===== src/rtl/hbd_pkg.sv =====
package hbd_pkg;
  typedef enum logic [2:0] {
    TGT_NONE       = 3'd0,
    TGT_IO         = 3'd1,
    TGT_CFG_DIRECT = 3'd2,
    TGT_CFG_ADDR   = 3'd3,
    TGT_CFG_DATA   = 3'd4,
    TGT_MEM        = 3'd5
  } tgt_e;

  localparam logic [31:0] IO_BASE     = 32'h8000_0000;
  localparam logic [31:0] IO_LAST     = 32'hBF7F_FFFF;
  localparam logic [31:0] CFG_BASE    = 32'h8080_0000;
  localparam logic [31:0] CFG_LAST    = 32'h80BF_FFFF;
  localparam logic [31:0] IACK_ADDR   = 32'hBFFF_FFF0;
  localparam logic [31:0] MEM_BASE    = 32'hC000_0000;
  localparam logic [31:0] MEM_LAST    = 32'hFEFF_FFFF;
  localparam logic [31:0] SPARSE_SPAN = 32'h0080_0000;
  localparam int          CFG_OFS_W   = 11;
  localparam int          PORT_W      = 16;
  localparam logic [15:0] PORT_CADDR  = 16'h0CF8;
  localparam logic [15:0] PORT_CDATA  = 16'h0CFC;

  typedef struct packed {
    logic        is_local;
    logic        err;
    tgt_e        tgt;
    logic [31:0] addr;
  } dec_t;
endpackage


===== src/rtl/hbd_io_xlate.sv =====
module hbd_io_xlate
  import hbd_pkg::*;
#(
  parameter int LOW_BITS   = 5,
  parameter int SHIFT_FROM = 12
) (
  input  logic [31:0]       offset,
  input  logic              sparse,
  output logic [PORT_W-1:0] io_addr,
  output tgt_e              tgt
);
  logic              sparse_hit;
  logic [PORT_W-1:0] packed_addr;

  assign sparse_hit = sparse && (offset < SPARSE_SPAN);

  for (genvar i = 0; i < PORT_W; i++) begin : g_pack
    if (i < LOW_BITS) begin : g_low
      assign packed_addr[i] = offset[i];
    end else begin : g_high
      assign packed_addr[i] = offset[i - LOW_BITS + SHIFT_FROM];
    end
  end

  always_comb begin
    io_addr = sparse_hit ? packed_addr : offset[PORT_W-1:0];
    if (io_addr[PORT_W-1:2] == PORT_CADDR[PORT_W-1:2])      tgt = TGT_CFG_ADDR;
    else if (io_addr[PORT_W-1:2] == PORT_CDATA[PORT_W-1:2]) tgt = TGT_CFG_DATA;
    else                                                   tgt = TGT_IO;
  end
endmodule


===== src/rtl/hbd_window_decode.sv =====
module hbd_window_decode
  import hbd_pkg::*;
(
  input  logic [31:0] addr,
  input  logic [2:0]  size,
  input  logic        write,
  input  logic        sparse,
  output dec_t        dec
);
  logic [31:0]       io_off;
  logic [PORT_W-1:0] io_addr;
  tgt_e              io_tgt;
  logic              size_ok;

  assign io_off  = addr - IO_BASE;
  assign size_ok = (size == 3'd1) || (size == 3'd2) || (size == 3'd4);

  hbd_io_xlate u_io (
    .offset (io_off),
    .sparse (sparse),
    .io_addr(io_addr),
    .tgt    (io_tgt)
  );

  always_comb begin
    dec = '{is_local: 1'b1, err: 1'b1, tgt: TGT_NONE, addr: '0};
    if (!size_ok) begin
      dec.err = 1'b1;
    end else if (addr == IACK_ADDR) begin
      dec.err = write || (size != 3'd1);
    end else if (addr >= CFG_BASE && addr <= CFG_LAST) begin
      dec = '{is_local: 1'b0, err: 1'b0, tgt: TGT_CFG_DIRECT,
              addr: {{(32-CFG_OFS_W){1'b0}}, addr[CFG_OFS_W-1:0]}};
    end else if (addr >= IO_BASE && addr <= IO_LAST) begin
      dec = '{is_local: 1'b0, err: 1'b0, tgt: io_tgt,
              addr: {{(32-PORT_W){1'b0}}, io_addr}};
    end else if (addr >= MEM_BASE && addr <= MEM_LAST) begin
      dec = '{is_local: 1'b0, err: 1'b0, tgt: TGT_MEM, addr: addr - MEM_BASE};
    end
  end
endmodule


===== src/rtl/hbd_irq_route.sv =====
module hbd_irq_route #(
  parameter int NUM_SLOTS = 4,
  localparam int PINS     = 4,
  localparam int IN_W     = NUM_SLOTS * PINS
) (
  input  logic [IN_W-1:0] pins,
  output logic [1:0]      irq_out
);
  logic [1:0] slot_or [NUM_SLOTS];

  for (genvar s = 0; s < NUM_SLOTS; s++) begin : g_slot
    if ((s % 2) == 0) begin : g_even
      assign slot_or[s][0] = pins[s*PINS+0] | pins[s*PINS+2];
      assign slot_or[s][1] = pins[s*PINS+1] | pins[s*PINS+3];
    end else begin : g_odd
      assign slot_or[s][1] = pins[s*PINS+0] | pins[s*PINS+2];
      assign slot_or[s][0] = pins[s*PINS+1] | pins[s*PINS+3];
    end
  end

  always_comb begin
    irq_out = '0;
    for (int s = 0; s < NUM_SLOTS; s++) irq_out |= slot_or[s];
  end

  // no pin active means both outputs quiet
  always_comb begin
    if (pins == '0) a_r12_quiet: assert (irq_out == 2'b00);
  end
endmodule


===== src/rtl/hbd_out_stage.sv =====
module hbd_out_stage
  import hbd_pkg::*;
#(
  parameter int DW    = 32,
  parameter int VEC_W = 8
) (
  input  logic             clk,
  input  logic             rst_n,
  input  logic             in_valid,
  output logic             in_ready,
  input  dec_t             in_dec,
  input  logic [2:0]       in_size,
  input  logic             in_write,
  input  logic [DW-1:0]    in_wdata,
  input  logic [VEC_W-1:0] in_vec,
  output logic             dn_valid,
  input  logic             dn_ready,
  output tgt_e             dn_target,
  output logic [31:0]      dn_addr,
  output logic [2:0]       dn_size,
  output logic             dn_write,
  output logic [DW-1:0]    dn_wdata,
  output logic             lcl_done,
  output logic [DW-1:0]    lcl_rdata,
  output logic             dec_err
);
  logic full, loc, err;
  logic accept;

  assign in_ready = !full || loc || dn_ready;
  assign accept   = in_valid && in_ready;

  always_ff @(posedge clk) begin
    if (!rst_n) begin
      full      <= 1'b0;
      loc       <= 1'b0;
      err       <= 1'b0;
      dn_target <= TGT_NONE;
      dn_addr   <= '0;
      dn_size   <= '0;
      dn_write  <= 1'b0;
      dn_wdata  <= '0;
      lcl_rdata <= '0;
    end else if (accept) begin
      full      <= 1'b1;
      loc       <= in_dec.is_local;
      err       <= in_dec.err;
      dn_target <= in_dec.tgt;
      dn_addr   <= in_dec.addr;
      dn_size   <= in_size;
      dn_write  <= in_write;
      dn_wdata  <= in_wdata;
      lcl_rdata <= in_dec.err ? {DW{1'b1}} : {{(DW-VEC_W){1'b0}}, in_vec};
    end else if (full && (loc || dn_ready)) begin
      full <= 1'b0;
    end
  end

  assign dn_valid = full && !loc;
  assign lcl_done = full && loc;
  assign dec_err  = full && loc && err;

  // a stalled downstream result holds every field
  a_r1_hold: assert property (@(posedge clk) disable iff (!rst_n)
    dn_valid && !dn_ready |=> dn_valid && $stable(dn_addr) && $stable(dn_target)
      && $stable(dn_wdata) && $stable(dn_size) && $stable(dn_write));
endmodule


===== src/rtl/hb_addr_decoder.sv =====
module hb_addr_decoder
  import hbd_pkg::*;
#(
  parameter int DW        = 32,
  parameter int VEC_W     = 8,
  parameter int NUM_SLOTS = 4,
  localparam int INTX_W   = NUM_SLOTS * 4
) (
  input  logic              clk,
  input  logic              rst_n,
  input  logic              io_sparse,
  input  logic              req_valid,
  output logic              req_ready,
  input  logic [31:0]       req_addr,
  input  logic [2:0]        req_size,
  input  logic              req_write,
  input  logic [DW-1:0]     req_wdata,
  input  logic [VEC_W-1:0]  iack_vector,
  output logic              dn_valid,
  input  logic              dn_ready,
  output logic [2:0]        dn_target,
  output logic [31:0]       dn_addr,
  output logic [2:0]        dn_size,
  output logic              dn_write,
  output logic [DW-1:0]     dn_wdata,
  output logic              lcl_done,
  output logic [DW-1:0]     lcl_rdata,
  output logic              dec_err,
  input  logic [INTX_W-1:0] slot_intx,
  output logic [1:0]        irq_out
);
  dec_t dec;
  tgt_e tgt_q;

  hbd_window_decode u_dec (
    .addr  (req_addr),
    .size  (req_size),
    .write (req_write),
    .sparse(io_sparse),
    .dec   (dec)
  );

  hbd_out_stage #(.DW(DW), .VEC_W(VEC_W)) u_stage (
    .clk      (clk),
    .rst_n    (rst_n),
    .in_valid (req_valid),
    .in_ready (req_ready),
    .in_dec   (dec),
    .in_size  (req_size),
    .in_write (req_write),
    .in_wdata (req_wdata),
    .in_vec   (iack_vector),
    .dn_valid (dn_valid),
    .dn_ready (dn_ready),
    .dn_target(tgt_q),
    .dn_addr  (dn_addr),
    .dn_size  (dn_size),
    .dn_write (dn_write),
    .dn_wdata (dn_wdata),
    .lcl_done (lcl_done),
    .lcl_rdata(lcl_rdata),
    .dec_err  (dec_err)
  );

  assign dn_target = tgt_q;

  hbd_irq_route #(.NUM_SLOTS(NUM_SLOTS)) u_irq (
    .pins   (slot_intx),
    .irq_out(irq_out)
  );

  logic acc, size_ok;
  assign acc     = req_valid && req_ready;
  assign size_ok = (req_size == 3'd1) || (req_size == 3'd2) || (req_size == 3'd4);

  // a held downstream result blocks new requests
  a_r1_block: assert property (@(posedge clk) disable iff (!rst_n)
    dn_valid && !dn_ready |-> !req_ready);

  // an error pulse is a local completion, never a downstream request
  a_r9_err_local: assert property (@(posedge clk) disable iff (!rst_n)
    dec_err |-> lcl_done && !dn_valid);

  // memory window translation
  a_r2_mem: assert property (@(posedge clk) disable iff (!rst_n)
    acc && size_ok && req_addr >= MEM_BASE && req_addr <= MEM_LAST |=>
      dn_valid && dn_target == 3'd5 && dn_addr == $past(req_addr) - MEM_BASE);

  // direct configuration window keeps the low offset
  a_r6_cfg: assert property (@(posedge clk) disable iff (!rst_n)
    acc && size_ok && req_addr >= CFG_BASE && req_addr <= CFG_LAST |=>
      dn_valid && dn_target == 3'd2 && dn_addr == {21'd0, $past(req_addr[10:0])});

  // sparse layout keeps the five low offset bits
  a_r4_sparse_low: assert property (@(posedge clk) disable iff (!rst_n)
    acc && size_ok && io_sparse && req_addr >= IO_BASE && req_addr < IO_BASE + SPARSE_SPAN |=>
      dn_valid && dn_addr[4:0] == $past(req_addr[4:0]));
endmodule


===== config.mk =====
export PLATFORM = sky130hd
export DESIGN_NAME = hb_addr_decoder
export DESIGN_NICKNAME = d
export VERILOG_FILES = /design/src/rtl/hbd_pkg.sv /design/src/rtl/hbd_io_xlate.sv /design/src/rtl/hbd_window_decode.sv /design/src/rtl/hbd_irq_route.sv /design/src/rtl/hbd_out_stage.sv /design/src/rtl/hb_addr_decoder.sv
export SDC_FILE = /design/constraint.sdc
export NUM_CORES = 1
export LEC_CHECK = 0
export BUFFER_PORTS_ARGS = -buffer_cell sky130_fd_sc_hd__buf_2
export CORE_UTILIZATION = 44
export CTS_CLUSTER_SIZE = 8
export DETAILED_ROUTE_END_ITERATION = 16
export PLACE_DENSITY = 0.8
export SKIP_LAST_GASP = 1
export SYNTH_ARGS = -nofsm -noshare
export SYNTH_HDL_FRONTEND = slang
export SYNTH_SLANG_ARGS = --single-unit

===== constraint.sdc =====
create_clock -name clk -period 2.79 [get_ports clk]
set_input_delay 0.279 -clock clk [delete_from_list [all_inputs] [get_ports clk]]
set_output_delay 0.279 -clock clk [all_outputs]
set_load 0.01 [all_outputs]

==> impl_metrics.yaml <==
finish:
  stdcell_area_um2: 4816
  synthToLayoutAreaGrowth_pct: 31.28
  antennaDiodeCount: 0
  nNetsFinal: 696
  final_layout_size_suffix_gt1_share_pct: 40.53
route:
  drt-initial-drc-count: 133
  ant_nets: 0
  via_count: 3688
  dr.pass1.iters: 4
  viasPerCell: 5.239
  drc_errors: 0
  routed_wl_mm: 10.39
  routedWlPerCell_um: 14.76
timing:
  max-slew-margin-rel_pct: 61.04
  report.final.slew_viol_count: 0
  rsz0062_at_grt: "false"
  setup_viol: 0
  setup-tns-final_ps: 0
  fin_crit_sh_pct: 79.84
  hold_viol: 0
  period_minus_slack_ps: 2228
  max_freq_mhz: 448.9
  fin_skew_ps: 9.357
  worstMarginPinSlew_ps: 583.7
hold_path:
  hold_class: "in -> reg"
job:
  drv_cap: 0
synth:
  ys_types: 48
  synth-edff-count: 0
  syn_area_um2: 3669
  async_reset_ff_share_pct: 0
  yosysWarnings: 0
  synthCells: 421
  syn_avg_cell_area_um2: 8.714
  ys_seq_area_share_pct: 44.75
  ys.flop_type: "dfxtp_1"
  syn-num-nets: 520
  synth-seq-cells: 82
setup_path:
  worstPathArrival_ps: 2460
  cp-start-kind: "register"
  worstPathMaxFanout: 16
  end_kind: "register"
  crit_required_ps: 3030
  path_class: "reg -> reg"
floorplan:
  row_count: 32
  initial_core_util_pct: 46.51
  die_area_um2: 8707
  dieHeight_um: 93.31
  ios: 206
  core_area_um2: 7888
  dieWidth_um: 93.31
cts:
  clock-sinks: 82
  clk_latency_ps: 350
  clk_pin_slew_ps: 80
  hold_buffers: 0
  clockBufferDepth: 2
  clockRootBuffer: "clkbuf_8"
  post-cts-setup-buffers: 0
  htree_levels: 3
  cts_tree: "done"
  cts_buffers: 9
  cts_resized: 0
grt:
  grt.total_usage_pct: 23.74
  first_global_vias: 3332
  overflow: 0
  grt_max_degree: 59
  grt_first_pass_wirelength_mm: 16.12
  antenna_found_initial: 0
power:
  p_leak_nw: 2.380
  power_density_nw_per_um2: 541.3
  peakVddDrop_mv: 0.2763
  power.share.clock_pct: 36.5
  switching_power_w: 0.0006860
  swShare_pct: 26.32
  comb_power_share_pct: 15.2
  p_seq_share_pct: 48.3
  p_int_w: 0.001921
placed_design:
  dp_hpwl_mm: 7.780
  gp_congestion: 0.8769
  portBuffers: 205
  placed_area_um2: 4597
outcome:
  outcome: "finished clean"
## registers in the layout (all words and copies together) (netlist names)
name / flops
u_stage.dn_write: 1
u_stage.dn_wdata: 32
u_stage.dn_size: 3
u_stage.full: 1
u_stage.dn_addr: 32
u_stage.loc: 1
u_stage.dn_target: 3
u_stage.lcl_rdata: 9
## worst paths after layout
check / startpoint / to / slack [ps] / cells past startpoint
worst max-delay path: u_stage.loc / u_stage.dn_addr[5] / 560 / 7
worst min-delay path: req_addr[30] / u_stage.dn_addr[30] / 150 / 2
worst max register to register: u_stage.loc / u_stage.dn_addr[5] / 560 / 7
worst min register to register: u_stage.dn_wdata[10] / u_stage.dn_wdata[10] / 450 / 2
## kinds of logic (layout without fill, tap and decap cells)
kind of cell	count (synthesis)	count (layout)	synth area share, %
xor gates and xnor gates	1	1	0.2388
buffers and inverters	50	231	7.844
adders and majority gates	2	2	0.6820
AOI/OAI and AO/OA	101	101	20.33
and+or+nand+nor	183	183	25.61
DFF	82	82	44.75
muxes	2	2	0.5457
## layer usage
layer / GRT usage, % / share of wire [%] / vias to the layer above
met5: 0 / 0 / -
met3: 5.122 / 7.1 / 21
met1: 29.49 / 42 / 1693
li1: - / - / 1803
met4: 10.90 / 2.1 / 0
met2: 39.22 / 49 / 171
## per-stage QoR
step	utilization, %	hold slack, ps	setup WS, ps	total power [W]	std cells
2_1_floorplan	-	390.6	732.3	0.001514	421
3_3_place_gp	58.28	434.7	301.2	0.001674	688
3_5_place_dp	58.28	444.1	331.2	0.001683	688
4_1_cts	61.06	132.5	565.2	0.002637	704
5_1_grt	61.06	152.8	386.4	0.002731	704
6_report	61.06	152.1	562.4	0.002607	704
## critical path, cell delays in order (launching register included)
cell and delay [ps]:
dfxtp_1 340, or3b_1 450, nand2_2 270, nor2_1 120, nand3_2 170, nor2_2 100, and2_1 270, a221o_1 400
## cell usage after synthesis, drive strengths merged (4+ instances only)
cell type	count	area share, %
nor4	13	3.0
a21oi	10	1.4
and3	11	1.9
buf	33	6.1
and2	6	1.1
nand2	92	9.4
nor2	25	2.8
clkbuf	13	1.3
o21ai	20	3.0
a221o	10	2.7
nor3	6	1.1
nand3	6	0.95
nand4	6	1.2
a22o	18	4.3
dfxtp	82	45
a21boi	37	7.6
inv	4	0.41
## power groups by stage
| stage | clock (W) | combinational (W) | sequential [W] |
|---|---|---|---|
| after detailed placement | 0 | 0.000396 | 0.00129 |
| after floorplan | 0 | 0.000204 | 0.00131 |
| after global routing | 0.00102 | 0.000440 | 0.00127 |
| after CTS | 0.000980 | 0.000397 | 0.00126 |
| final | 0.000952 | 0.000396 | 0.00126 |
| after global placement | 0 | 0.000390 | 0.00128 |
## cell usage in the layout, fill, tap and decap left out, types with 3 or more instances in the layout
cell type | netlist | final
inv_1 | 4 | 4
and2_1 | 5 | 5
nor4b_1 | 3 | 3
nor2_2 | 3 | 3
a221o_1 | 10 | 10
a21oi_1 | 10 | 10
and3_1 | 11 | 11
clkbuf_8 | 0 | 10
nor2_1 | 22 | 22
nor2b_1 | 3 | 3
nor3_1 | 4 | 4
dfxtp_1 | 82 | 82
buf_4 | 24 | 6
a22o_1 | 18 | 18
nor4_1 | 10 | 10
nand4_1 | 5 | 5
o21ai_0 | 18 | 18
nand2_1 | 92 | 91
buf_2 | 2 | 205
nor3b_1 | 3 | 3
a21boi_0 | 36 | 36
nand3_1 | 5 | 5
## layout make-up
class | count | area (µm²)
clock buffer | 11 | 141.4
timing repair buffer | 211 | 1071
multi-input combinational | 289 | 1742
sequential | 82 | 1642
clock inverter | 5 | 77.57
fill | 726 | 3072
inverter | 4 | 15.01
tap | 102 | 127.6
Note: power is estimated with default switching activity, not from simulation.
